File: config.mk
export PLATFORM = sky130hd
export DESIGN_NAME = intr_agg_top
export DESIGN_NICKNAME = d
export VERILOG_FILES = /design/src/rtl/intr_agg_pkg.sv /design/src/rtl/intr_agg_decode.sv /design/src/rtl/intr_agg_flags.sv /design/src/rtl/intr_agg_enables.sv /design/src/rtl/intr_agg_drive.sv /design/src/rtl/intr_agg_top.sv
export SDC_FILE = /design/constraint.sdc
export NUM_CORES = 1
export LEC_CHECK = 0
export BUFFER_PORTS_ARGS = -buffer_cell sky130_fd_sc_hd__buf_4
export CORE_ASPECT_RATIO = 1.75
export CORE_MARGIN = 5
export CORE_UTILIZATION = 25
export DETAILED_ROUTE_END_ITERATION = 7
export GPL_TIMING_DRIVEN = 0
export PLACE_DENSITY = 0.56
export SLEW_MARGIN = 20
export SYNTH_ARGS = -nofsm -noshare
export SYNTH_HDL_FRONTEND = slang
export SYNTH_SLANG_ARGS = --single-unit
File: constraint.sdc
create_clock -name clk -period 1.2 [get_ports clk]
set_input_delay 0.12 -clock clk [delete_from_list [all_inputs] [get_ports clk]]
set_output_delay 0.12 -clock clk [all_outputs]
set_load 0.1 [all_outputs]
File: src/rtl/intr_agg_pkg.sv
// Package: shared constants and types for the interrupt aggregation block.
// Assumes the data bus is one bit wider than the number of sources.
package intr_agg_pkg;

    localparam int unsigned SRC_DEFAULT = 7;

    // Register select encoding on the reg_sel pin
    typedef enum logic {
        SEL_FLAGS   = 1'b0,
        SEL_ENABLES = 1'b1
    } intr_sel_e;

endpackage

File: src/rtl/intr_agg_decode.sv
// Module: intr_agg_decode
// Turns the register-port strobes into per-register actions: the software
// clear mask for the flags, the write strobe and direction for the enables,
// and the two read selects. Purely combinational.
// Assumes: DW = NSRC + 1. Bit NSRC of wdata is the control bit.
module intr_agg_decode
    import intr_agg_pkg::*;
#(
    parameter int unsigned NSRC = SRC_DEFAULT,
    localparam int unsigned DW  = NSRC + 1
) (
    input  logic            cs,
    input  logic            rnw,
    input  logic            reg_sel,
    input  logic [DW-1:0]   wdata,
    output logic [NSRC-1:0] sw_clr,
    output logic            en_wr,
    output logic            en_set,
    output logic [NSRC-1:0] en_mask,
    output logic            rd_flags,
    output logic            rd_enables
);

    logic wr_cyc;
    logic rd_cyc;

    // Qualify the bus cycle type with the chip select
    always_comb begin
        wr_cyc = cs && !rnw;
        rd_cyc = cs && rnw;
    end

    // Flag-register write: low data bits form the clear mask, control bit ignored
    always_comb begin
        sw_clr = (wr_cyc && (reg_sel == SEL_FLAGS)) ? wdata[NSRC-1:0] : '0;
    end

    // Enable-register write: strobe, direction from the control bit, and bit mask
    always_comb begin
        en_wr   = wr_cyc && (reg_sel == SEL_ENABLES);
        en_set  = wdata[NSRC];
        en_mask = wdata[NSRC-1:0];
    end

    // Read selects for the output mux
    always_comb begin
        rd_flags   = rd_cyc && (reg_sel == SEL_FLAGS);
        rd_enables = rd_cyc && (reg_sel == SEL_ENABLES);
    end

endmodule

File: src/rtl/intr_agg_flags.sv
// Module: intr_agg_flags
// Holds one pending flag per source. An event sets the flag. A software
// clear or a port-side clear resets it; the port clear is ignored for
// sources in independent mode. A set in the same cycle beats any clear.
// Assumes: events, clears and qualifiers are synchronous to clk.
module intr_agg_flags
    import intr_agg_pkg::*;
#(
    parameter int unsigned NSRC = SRC_DEFAULT
) (
    input  logic            clk,
    input  logic            rst_n,
    input  logic [NSRC-1:0] src_event,
    input  logic [NSRC-1:0] sw_clr,
    input  logic [NSRC-1:0] port_clr,
    input  logic [NSRC-1:0] indep,
    output logic [NSRC-1:0] flags
);

    for (genvar g = 0; g < NSRC; g++) begin : g_flag
        logic clr_any;

        // Combine the software clear with the port clear when it is allowed
        always_comb begin
            clr_any = sw_clr[g] || (port_clr[g] && !indep[g]);
        end

        // Per-source flag: reset, then set has priority over clear
        always_ff @(posedge clk) begin
            if (!rst_n) begin
                flags[g] <= 1'b0;
            end else if (src_event[g]) begin
                flags[g] <= 1'b1;
            end else if (clr_any) begin
                flags[g] <= 1'b0;
            end
        end
    end

    // flags are empty in the first cycle after reset
    a_r1_flags_reset: assert property (@(posedge clk) disable iff (!rst_n)
        $rose(rst_n) |-> (flags == '0));

    // an event always leaves its flag set, whatever clear arrived with it
    a_r2_event_sets: assert property (@(posedge clk) disable iff (!rst_n)
        (|src_event) |=> ((flags & $past(src_event)) == $past(src_event)));

    // a set flag drops only through a clear that was allowed to act
    a_r2_flag_holds: assert property (@(posedge clk) disable iff (!rst_n)
        1'b1 |=> ((($past(flags) & ~$past(sw_clr) & ~$past(port_clr & ~indep)) & ~flags) == '0));

    // a software clear with no competing event empties the flag
    a_r3_sw_clear: assert property (@(posedge clk) disable iff (!rst_n)
        (|(sw_clr & ~src_event)) |=> ((flags & $past(sw_clr & ~src_event)) == '0));

    // an allowed port clear with no competing event empties the flag
    a_r9_port_clear: assert property (@(posedge clk) disable iff (!rst_n)
        (|(port_clr & ~indep & ~src_event)) |=>
            ((flags & $past(port_clr & ~indep & ~src_event)) == '0));

endmodule

File: src/rtl/intr_agg_enables.sv
// Module: intr_agg_enables
// Holds the per-source enable mask. A write marks bits through a mask;
// the direction input decides whether the marked bits are set or cleared.
// Unmarked bits keep their value.
// Assumes: en_wr lasts one cycle per bus write.
module intr_agg_enables
    import intr_agg_pkg::*;
#(
    parameter int unsigned NSRC = SRC_DEFAULT
) (
    input  logic            clk,
    input  logic            rst_n,
    input  logic            en_wr,
    input  logic            en_set,
    input  logic [NSRC-1:0] en_mask,
    output logic [NSRC-1:0] enables
);

    logic [NSRC-1:0] en_next;

    // Next mask: OR in the marked bits, or AND them out
    always_comb begin
        en_next = en_set ? (enables | en_mask) : (enables & ~en_mask);
    end

    // Enable storage with synchronous reset
    always_ff @(posedge clk) begin
        if (!rst_n) begin
            enables <= '0;
        end else if (en_wr) begin
            enables <= en_next;
        end
    end

    // a set-direction write leaves every marked bit at 1 and others untouched
    a_r5_set_bits: assert property (@(posedge clk) disable iff (!rst_n)
        (en_wr && en_set) |=>
            (((enables & $past(en_mask)) == $past(en_mask)) &&
             ((enables & ~$past(en_mask)) == ($past(enables) & ~$past(en_mask)))));

    // a clear-direction write leaves every marked bit at 0 and others untouched
    a_r6_clear_bits: assert property (@(posedge clk) disable iff (!rst_n)
        (en_wr && !en_set) |=>
            (((enables & $past(en_mask)) == '0) &&
             ((enables & ~$past(en_mask)) == ($past(enables) & ~$past(en_mask)))));

    // no write strobe, no change
    a_r11_en_stable: assert property (@(posedge clk) disable iff (!rst_n)
        !en_wr |=> $stable(enables));

endmodule

File: src/rtl/intr_agg_drive.sv
// Module: intr_agg_drive
// Forms the summary of enabled pending flags. It drives the request as a
// low level plus a driver enable, so that an open-drain pad can be built
// around it. Combinational, so the request follows the registers directly.
// Assumes: the pad pulls the line high when irq_oe is 0.
module intr_agg_drive
    import intr_agg_pkg::*;
#(
    parameter int unsigned NSRC = SRC_DEFAULT
) (
    input  logic [NSRC-1:0] flags,
    input  logic [NSRC-1:0] enables,
    output logic            summary,
    output logic            irq_n,
    output logic            irq_oe
);

    // Any source that is both pending and enabled raises the summary
    always_comb begin
        summary = |(flags & enables);
    end

    // Open-drain model: pull low and enable the driver only while active
    always_comb begin
        irq_n  = !summary;
        irq_oe = summary;
    end

endmodule

File: src/rtl/intr_agg_top.sv
// Module: intr_agg_top
// Interrupt aggregation for NSRC sources: pending flags, an enable mask,
// a register port and an active-low request. Register 0 holds the flags
// (write 1 to clear, top bit reads the summary). Register 1 holds the
// enables (the top bit picks set or clear on write and reads as 1).
// Assumes: all inputs are synchronous to clk; rdata is combinational.
module intr_agg_top
    import intr_agg_pkg::*;
#(
    parameter int unsigned NSRC = SRC_DEFAULT,
    localparam int unsigned DW  = NSRC + 1
) (
    input  logic            clk,
    input  logic            rst_n,
    input  logic            cs,
    input  logic            rnw,
    input  logic            reg_sel,
    input  logic [DW-1:0]   wdata,
    output logic [DW-1:0]   rdata,
    input  logic [NSRC-1:0] src_event,
    input  logic [NSRC-1:0] port_clr,
    input  logic [NSRC-1:0] indep,
    output logic            irq_n,
    output logic            irq_oe
);

    logic [NSRC-1:0] sw_clr;
    logic            en_wr;
    logic            en_set;
    logic [NSRC-1:0] en_mask;
    logic            rd_flags;
    logic            rd_enables;
    logic [NSRC-1:0] flags;
    logic [NSRC-1:0] enables;
    logic            summary;

    intr_agg_decode #(.NSRC(NSRC)) u_decode (
        .cs         (cs),
        .rnw        (rnw),
        .reg_sel    (reg_sel),
        .wdata      (wdata),
        .sw_clr     (sw_clr),
        .en_wr      (en_wr),
        .en_set     (en_set),
        .en_mask    (en_mask),
        .rd_flags   (rd_flags),
        .rd_enables (rd_enables)
    );

    intr_agg_flags #(.NSRC(NSRC)) u_flags (
        .clk       (clk),
        .rst_n     (rst_n),
        .src_event (src_event),
        .sw_clr    (sw_clr),
        .port_clr  (port_clr),
        .indep     (indep),
        .flags     (flags)
    );

    intr_agg_enables #(.NSRC(NSRC)) u_enables (
        .clk     (clk),
        .rst_n   (rst_n),
        .en_wr   (en_wr),
        .en_set  (en_set),
        .en_mask (en_mask),
        .enables (enables)
    );

    intr_agg_drive #(.NSRC(NSRC)) u_drive (
        .flags   (flags),
        .enables (enables),
        .summary (summary),
        .irq_n   (irq_n),
        .irq_oe  (irq_oe)
    );

    // Read mux: summary over the flags, constant 1 over the enables, else zero
    always_comb begin
        if (rd_flags) begin
            rdata = {summary, flags};
        end else if (rd_enables) begin
            rdata = {1'b1, enables};
        end else begin
            rdata = '0;
        end
    end

    // the top bit of a flag read agrees with the request pin
    a_r4_summary_read: assert property (@(posedge clk) disable iff (!rst_n)
        (cs && rnw && (reg_sel == SEL_FLAGS)) |-> (rdata[NSRC] == !irq_n));

    // the top bit of an enable read is always 1
    a_r7_enable_top: assert property (@(posedge clk) disable iff (!rst_n)
        (cs && rnw && (reg_sel == SEL_ENABLES)) |-> rdata[NSRC]);

    // the driver enable is active exactly while the line is pulled low
    a_r8_drive_pair: assert property (@(posedge clk) disable iff (!rst_n)
        irq_oe == !irq_n);

    // nothing appears on the data bus outside a selected read
    a_r11_bus_quiet: assert property (@(posedge clk) disable iff (!rst_n)
        !(cs && rnw) |-> (rdata == '0));

endmodule

Word level (Yosys, flattened, before mapping)
Index checks and enable logic that the tools add are counted.
Word-level totals
  register bits: 14
  output and inout port bits: 10
Cells by class
  multiplexer cells: 18
  bitwise gates (word level): 5
  reduce and logical (&&, ||, !) cells: 37
Operators by type and width (number)
  $mux W8: 2
  $and A7 B7 Y7: 2
  $mux W1: 14
  $mux W7: 2
  $reduce_bool A2 Y1: 7
  $logic_and A1 B1 Y1: 13
  $logic_not A1 Y1: 9
  $logic_or A1 B1 Y1: 7
  $not A7 Y7: 1
  $or A7 B7 Y7: 1
  $reduce_or A7 Y1: 1
  $not A1 Y1: 1

Logic depth before layout (Yosys ltp)
Gate-level depths: netlist (run 1).
  depth after elaboration: 7
  gate-level depth with buffers: 5
  gate-level depth less buffers: 3

Cells and area by module
From an unflattened synthesis (run 1), not the netlist that was laid out.
Second synthesis, totals
  cells, all modules: 96
  area total of the unflattened synthesis: 884.6 um2
By module, submodules not included
  intr_agg_flags: instances 1, cells an instance 28, area an instance 289.0 um2, seq. area each 140.1 um2
  intr_agg_enables: instances 1, cells an instance 30, area an instance 274.0 um2, seq. area each 140.1 um2
  intr_agg_decode: instances 1, cells an instance 18, area an instance 175.2 um2, seq. area each 0.0 um2
  intr_agg_top: instances 1, cells an instance 14, area an instance 102.6 um2, seq. area each 0.0 um2
  intr_agg_drive: instances 1, cells an instance 6, area an instance 43.8 um2, seq. area each 0.0 um2

Least setup slack after synthesis (run 1)
No wires, ideal clock.
  path type: flip-flop to output port
  from: reg u_flags.flags[3]
  to: out irq_n
  arrival time: 2438 ps
  path slack: -1358 ps
  stages on the path, launching flop included: 4
  path through: dfxtp_1 -> a222oi_1 -> nand3_1 -> inv_1
On the way
  word-level cells in the longest chain between the ends: 3
RTL lines
  start, declared: RTL line intr_agg_flags.sv:17  | output logic [NSRC-1:0] flags
  start signal, assigned by index: RTL line intr_agg_flags.sv:31  | flags[g] <= 1'b0;
  start signal, assigned by index: RTL line intr_agg_flags.sv:33  | flags[g] <= 1'b1;
  start signal, assigned by index: RTL line intr_agg_flags.sv:35  | flags[g] <= 1'b0;
  $and A7 B7 Y7: RTL line intr_agg_drive.sv:20  | summary = |(flags & enables);
  $reduce_or A7 Y1: RTL line intr_agg_drive.sv:20
  net irq_oe: RTL line intr_agg_top.sv:24  | output logic irq_oe
  $logic_not A1 Y1: RTL line intr_agg_drive.sv:25  | irq_n = !summary;
  end, declared: RTL line intr_agg_top.sv:23  | output logic irq_n,
The timed path passes the listed nets, and every way through them passes these cells.

==> results of run 1 <==
where the power goes:
| group | total (uW) | internal, uW | switching, uW |
|---|---|---|---|
| Clock | 461 | 291 | 171 |
| Sequential | 508 | 488 | 20.3 |
| Combinational | 366 | 179 | 187 |
synth_stat cells, drive strengths merged:
master	instances
and3b	1
clkbuf	2
dfxtp	14
a22oi	2
buf	2
o21a	7
mux2i	14
nand2	16
o221a	7
o21ba	1
nand3	1
nor2	7
inv	15
or3b	1
a222oi	1
what timing repair did:
item	4_1_cts	5_1_grt
resized for setup	19	17
pin swaps	1	0
hold buffers	0	0
endpoints found under the setup margin	10	10
buffers inserted	1	0
hold endpoints to repair	0	0
gates cloned	0	0
cells by family (layout without fill, tap and decap cells):
group	count (synthesis)	count (layout)	share of synthesized area [%]
AND/OR/NAND/NOR	26	26	14.1
AO/OA/AOI/OAI	18	18	21.2
multiplexers	14	14	17.9
buffers and inverters	19	66	11.0
flip-flops	14	14	35.8
cell type report:
type | count | area [um^2] | share of cell area, %
Buffer | 4 | 38.8 | 2.71
Sequential cell | 14 | 284 | 19.8
Inverter | 15 | 60.1 | 4.19
Clock buffer | 4 | 55.1 | 3.84
Tap cell | 43 | 53.8 | 3.75
Timing Repair Buffer | 43 | 429 | 29.9
Multi-Input combinational cell | 58 | 513 | 35.8
metal layers:
metal	up-vias	global-route usage [%]	share of wire, %
li1	403	-	-
met1	389	12.0	37
met2	26	20.4	55
met3	4	2.86	6.5
met4	0	5.58	1.7
met5	-	0	0
how the worst max path moves through the flow:
stage                                       start        to  slack [ns]
floorplan           u_flags.flags[3]$_SDFFE_PN0P_     irq_n       -0.55
global placement    u_flags.flags[3]$_SDFFE_PN0P_  rdata[7]       -0.34
detailed placement  u_flags.flags[3]$_SDFFE_PN0P_  rdata[7]       -0.33
CTS                                          flop  rdata[7]       -0.54
global route                                 flop  rdata[7]       -0.57
finish                                       flop  rdata[7]       -0.53
worst max-delay path, stage by stage, from the launching register on:
cell	delay [ns]
sky130_fd_sc_hd__dfxtp_2	0.33
sky130_fd_sc_hd__a222oi_1	0.50
sky130_fd_sc_hd__nand3_4	0.15
sky130_fd_sc_hd__o21ba_4	0.22
sky130_fd_sc_hd__buf_12	0.16
metrics by stage:
step / instances / setup TNS [ns] / utilization (%)
after floorplan: 91 / -1.08 / -
after global placement: 176 / -1.43 / 40.2
after detailed placement: 176 / -1.55 / 40.2
after CTS: 181 / -1.44 / 44.6
after global routing: 181 / -1.61 / 46.6
final: 181 / -1.44 / 46.6
==> results.md, run 1 <==
* Run status: finished, violations left
* Violations in the final reports: negative setup slack
* Leading area contributor after synthesis: sky130_fd_sc_hd__dfxtp_1
* Worst-path maximum fanout at 3
* Placed cell areas at 1240 um^2
* R2r endpoint: u_flags.flags[1]$_SDFFE_PN0P_
* Netlist area before placement at 783 um^2
* Power Density at 931 nW/um^2
* Router iterations before antenna repair at 4
* Antenna violations before repair at 0
* Combined global-route utilization of all metal layers at 11.5%
* Clock Path Buffers at 2
* Half-perimeter wire length of the detailed placement result at 1840 um
* Number of hold-slack violations in the final timing report at 0
* Cells after Synth at 91
* Clock buffers created by TritonCTS at 3
* Launch point of the worst reg-to-reg path: u_flags.flags[1]$_SDFFE_PN0P_
* Actual transition at the worst max-transition pin at 0.512 ns
* Synthesis-to-layout area growth at 83.1%
* Relative slew margins at 65.9%
* Final RePlAce weighted congestion at 0.721
* Worst Hold Margin at 0.0786 ns
* Instance count along the most critical hold path at 2
* Clock Root Buffer: sky130_fd_sc_hd__clkbuf_8
* End point of the worst hold path: u_flags.flags[1]$_SDFFE_PN0P_
* Cell row count at 27
* Pins over their slew limit at 0
* Unrepaired setup endpoints after global routing: true
* Overall die height at 84.0 um
* Total of flip-flops plus latches after synthesis at 14
* Top cell type's share of synthesized area at 35.8%
* DRT Wirelength at 2420 um
* Path type of the worst min-delay path: primary input to flop
* Clock-pin transition on the worst setup and hold timing paths at 0.06 ns
* Final ANT Viol Nets at 0
* Pwr Total at 1340 uW
* Unique cell type count in the Yosys netlist at 15
* Post-route DRC at 0
* Number of fill cells at 295
* Final critical delay including setup and external delays at 1.73 ns
* Cells on worst reg2reg path at 2
* Average cell area after synthesis at 8.61 um^2
* Final design instance area without fill at 1430 um^2
* Highest-count cells in the layout ignoring fill and taps: sky130_fd_sc_hd__buf_4, sky130_fd_sc_hd__nand2_1, sky130_fd_sc_hd__inv_1, sky130_fd_sc_hd__dfxtp_1
* Largest net degree at the start of global routing at 11
* GRT overflow at 0
* Share of final-layout standard cells stronger than drive strength 1 at 50.7%
* Pre-CTS setup slack at -0.330 ns
* Std-Cell Core Area at 3070 um^2
* Worst supply voltage drop on vdd at 0.707 mV
* Achievable frequency at 577 MHz
* Count of synthesis-stage warnings from yosys at 0
* Initial core utilization at 25.5%
* Wire length per cell after detailed routing at 13.3 um
* Share of the clock period used by the worst path at 145%
* Number of sinks on the clock net at 14
* Number of H-tree branching levels at 1
* Most common library cell in the layout ignoring fill and taps: sky130_fd_sc_hd__buf_4
* Antenna diode count at 0
* Required time worst endpoint at 1.08 ns
* Minimum setup slack among reg-to-reg paths at 0.47 ns
* IO buf count at 42
* Critical path type: flop to output port
* Clock tree from TritonCTS: yes
* Area of the die at 4400 um^2
* Number of max-cap violations at 0
* Worst path arrival time at 1.61 ns
* Setup slack of the critical path after layout at -0.534 ns
* Die Width at 52.3 um
* Cells taking the most area after synthesis: sky130_fd_sc_hd__dfxtp_1, sky130_fd_sc_hd__mux2i_1, sky130_fd_sc_hd__o221a_1, sky130_fd_sc_hd__nand2_1, sky130_fd_sc_hd__inv_1
* Post-Synthesis Net Count at 125
* Clock skew after layout at 0 ns
* Total via count after detailed routing at 822
* Iteration-0 DRC count of the detailed router at 20
* Number of global-route vias before repair at 880
* Number of top-level pins at 44
* LEAKAGE at 0.000659 uW
* Worst-Skew Late Latency at 0.25 ns
* Routed via count divided by cell count at 4.54
* Kind of capture point of the worst setup path: output port
* Startpoint type of the worst setup path: flop
* Hold path startpoint: src_event[1]
* Final #Nets at 173
* Wire length of the first global-routing pass at 3880 um
* Sequential cell area fraction in the yosys report at 35.8%
* Total of endpoints with negative setup slack in the final report at 3
Power figures use the tool's default switching activity.
==> run 2, diff against run 1 <==
--- a/config.mk
+++ b/config.mk
@@ -5,13 +5,14 @@
 export SDC_FILE = /design/constraint.sdc
 export NUM_CORES = 1
 export LEC_CHECK = 0
+export ABC_AREA = 1
 export BUFFER_PORTS_ARGS = -buffer_cell sky130_fd_sc_hd__buf_4
 export CORE_ASPECT_RATIO = 1.75
 export CORE_MARGIN = 5
 export CORE_UTILIZATION = 25
 export DETAILED_ROUTE_END_ITERATION = 7
 export GPL_TIMING_DRIVEN = 0
-export PLACE_DENSITY = 0.56
+export PLACE_DENSITY = 0.55
 export SLEW_MARGIN = 20
 export SYNTH_ARGS = -nofsm -noshare
 export SYNTH_HDL_FRONTEND = slang
==> run 2 against run 1 <==
Effect of this change:
- the run still ends with negative setup slack left
- total power up 6.3%
- clock power about the same
- die area up 7.3%
- non-clock buffer count down 2
- sequential power about the same
- flip-flop and latch count unchanged
- core utilization up 0.28 points
- global-route usage up 1.6 points
- critical path depth up 3
- critical path type unchanged
- largest cell class unchanged
==> results.md, run 2 <==
* Clock Path Buffers at 2
* Antenna violations before repair at 0
* Pwr Total at 1420 uW
* Post-Synthesis Net Count at 174
* Worst path arrival time at 1.19 ns
* Final-layout setup total negative slack at -0.223 ns
* Routed via count divided by cell count at 4.34
* Unique cell type count in the Yosys netlist at 13
* Kind of capture point of the worst setup path: output port
* Achievable frequency at 762 MHz
* Clock Root Buffer: sky130_fd_sc_hd__clkbuf_8
* Share of the core filled with cells in the final layout at 46.9%
* Number of sinks on the clock net at 14
* GRT overflow at 0
* LEAKAGE at 0.000756 uW
* Violations in the final reports: negative setup slack
* Leading cell type by number of instances after synthesis: sky130_fd_sc_hd__nand2_1
* DRT Wirelength at 2800 um
* Run status: finished, violations left
* IO buf count at 40
* Leading area contributor after synthesis: sky130_fd_sc_hd__dfxtp_1
* Relative slew margins at 80.2%
* Combined global-route utilization of all metal layers at 13.2%
* Post-synth EDFFs at 0
* Final RePlAce weighted congestion at 0.756
* Critical path type: flop to output port
* Number of H-tree branching levels at 1
* Path type of the worst min-delay path: primary input to flop
* Total via count after detailed routing at 995
* Post-route DRC at 0
* Most common library cell in the layout ignoring fill and taps: sky130_fd_sc_hd__buf_4
* Worst-Skew Late Latency at 0.24 ns
* Share of final-layout standard cells stronger than drive strength 1 at 42.9%
* Total of flip-flops plus latches after synthesis at 14
* Cell row count at 28
* Count of synthesis-stage warnings from yosys at 0
* Synthesis-to-layout area growth at 83.5%
* Final critical delay including setup and external delays at 1.31 ns
* Most numerous cell types in the synthesized netlist: sky130_fd_sc_hd__nand2_1, sky130_fd_sc_hd__inv_1, sky130_fd_sc_hd__nor2_1
* Half-perimeter wire length of the detailed placement result at 2240 um
* Share of the clock period used by the worst path at 109%
* Number of hold-slack violations in the final timing report at 0
* Startpoint type of the worst setup path: flop
* Iteration-0 DRC count of the detailed router at 20
* Clock tree from TritonCTS: yes
* Actual transition at the worst max-transition pin at 0.297 ns
* Pins over their slew limit at 0
* Power Density at 909 nW/um^2
* Final ANT Viol Nets at 0
* Unrepaired setup endpoints after global routing: true
* Final #Nets at 219
* Netlist area before placement at 851 um^2
* Setup slack of the critical path after layout at -0.112 ns
* Std-Cell Core Area at 3330 um^2
* Router iterations before antenna repair at 3
* Number of max-cap violations at 0
* Asr flop ratio synth at 0%
* Largest net degree at the start of global routing at 11
* Number of global-route vias before repair at 996
* Cells taking the most area after synthesis: sky130_fd_sc_hd__dfxtp_1, sky130_fd_sc_hd__nand2_1, sky130_fd_sc_hd__inv_1, sky130_fd_sc_hd__nand4_1, sky130_fd_sc_hd__a21oi_1
* Sequential cell area fraction in the yosys report at 32.9%
* Worst-path maximum fanout at 3
* Die Width at 54.1 um
* Antenna diode count at 0
* Number of top-level pins at 44
* Area of the die at 4720 um^2
* Worst supply voltage drop on vdd at 0.544 mV
* Clock skew after layout at 0 ns
* Predominant post-synthesis flop cell: sky130_fd_sc_hd__dfxtp_1
* Total of endpoints with negative setup slack in the final report at 3
* Overall die height at 87.2 um
* Highest-count cells in the layout ignoring fill and taps: sky130_fd_sc_hd__buf_4, sky130_fd_sc_hd__inv_1, sky130_fd_sc_hd__nand2_1
* Clock-pin transition on the worst setup and hold timing paths at 0.06 ns
* Required time worst endpoint at 1.08 ns
* Pre-CTS setup slack at -0.0216 ns
* Top cell type's share of synthesized area at 32.9%
* Clock buffers created by TritonCTS at 3
* Wire length of the first global-routing pass at 4470 um
* Initial core utilization at 25.6%
* Cells after Synth at 140
* Average cell area after synthesis at 6.08 um^2
* Wire length per cell after detailed routing at 12.2 um
## run 2: final timing paths
path,start,endpoint,slack (ns),cells past startpoint
max reg2reg,u_flags.flags[6]$_SDFFE_PN0P_,u_flags.flags[6]$_SDFFE_PN0P_,0.43,4
min,src_event[3],u_flags.flags[3]$_SDFFE_PN0P_,0.11,3
max,flop,rdata[7],-0.11,7
min reg2reg,flop,flop,0.60,4
## run 2: power breakdown
part / switching (uW) / leakage [uW] / internal, uW
combinational: 271 / 0.000610 / 183
clock: 169 / 0.0000288 / 291
sequential: 12.9 / 0.000118 / 493
total: 453 / 0.000756 / 966
## run 2: per-stage QoR
step / cells / hold WS, ns / instance area [um^2]
after global routing: 229 / 0.114 / 1560
after detailed placement: 225 / 0.379 / 1380
after global placement: 225 / 0.364 / 1380
after CTS: 229 / 0.120 / 1490
after floorplan: 140 / 0.246 / 1020
final: 229 / 0.115 / 1560
## run 2: cell families after synthesis
| group | synth area share [%] |
|---|---|
| AND/OR/NAND/NOR | 34.1 |
| buffers and inverters | 19.6 |
| AO/OA/AOI/OAI | 13.4 |
| flip-flops | 32.9 |
## run 2: timing repair
| action | in CTS | in global routing |
|---|---|---|
| setup buffers | 0 | 0 |
| cloned | 0 | 0 |
| endpoints found under the setup margin | 10 | 9 |
| gates resized for setup | 16 | 20 |
| hold buffers | 0 | 0 |
| pin swaps | 2 | 3 |
## run 2: critical path, stage by stage, from the launching register on
cell                      delay (ns)
sky130_fd_sc_hd__dfxtp_2        0.32
sky130_fd_sc_hd__nand2_2        0.07
sky130_fd_sc_hd__nand2_2        0.07
sky130_fd_sc_hd__nor2_4         0.13
sky130_fd_sc_hd__nand2_4        0.08
sky130_fd_sc_hd__nand2_4        0.07
sky130_fd_sc_hd__nand2_4        0.05
sky130_fd_sc_hd__buf_12         0.17
## run 2: layout make-up
class	count	area, um^2
clock buffer	4	55.1
multi-input combinational	87	571
fill	333	1770
buffer	5	58.8
sequential	14	289
tap	45	56.3
timing repair buffer	40	393
inverter	34	139
## run 2: per-layer routing
layer  GRT usage, %  routed length [um]  vias up
met2           23.7                1570       24
met5              0                   0        -
met1           14.1                1030      434
met3           2.40                 141        5
met4           6.12                  62        0
li1               -                   -      532
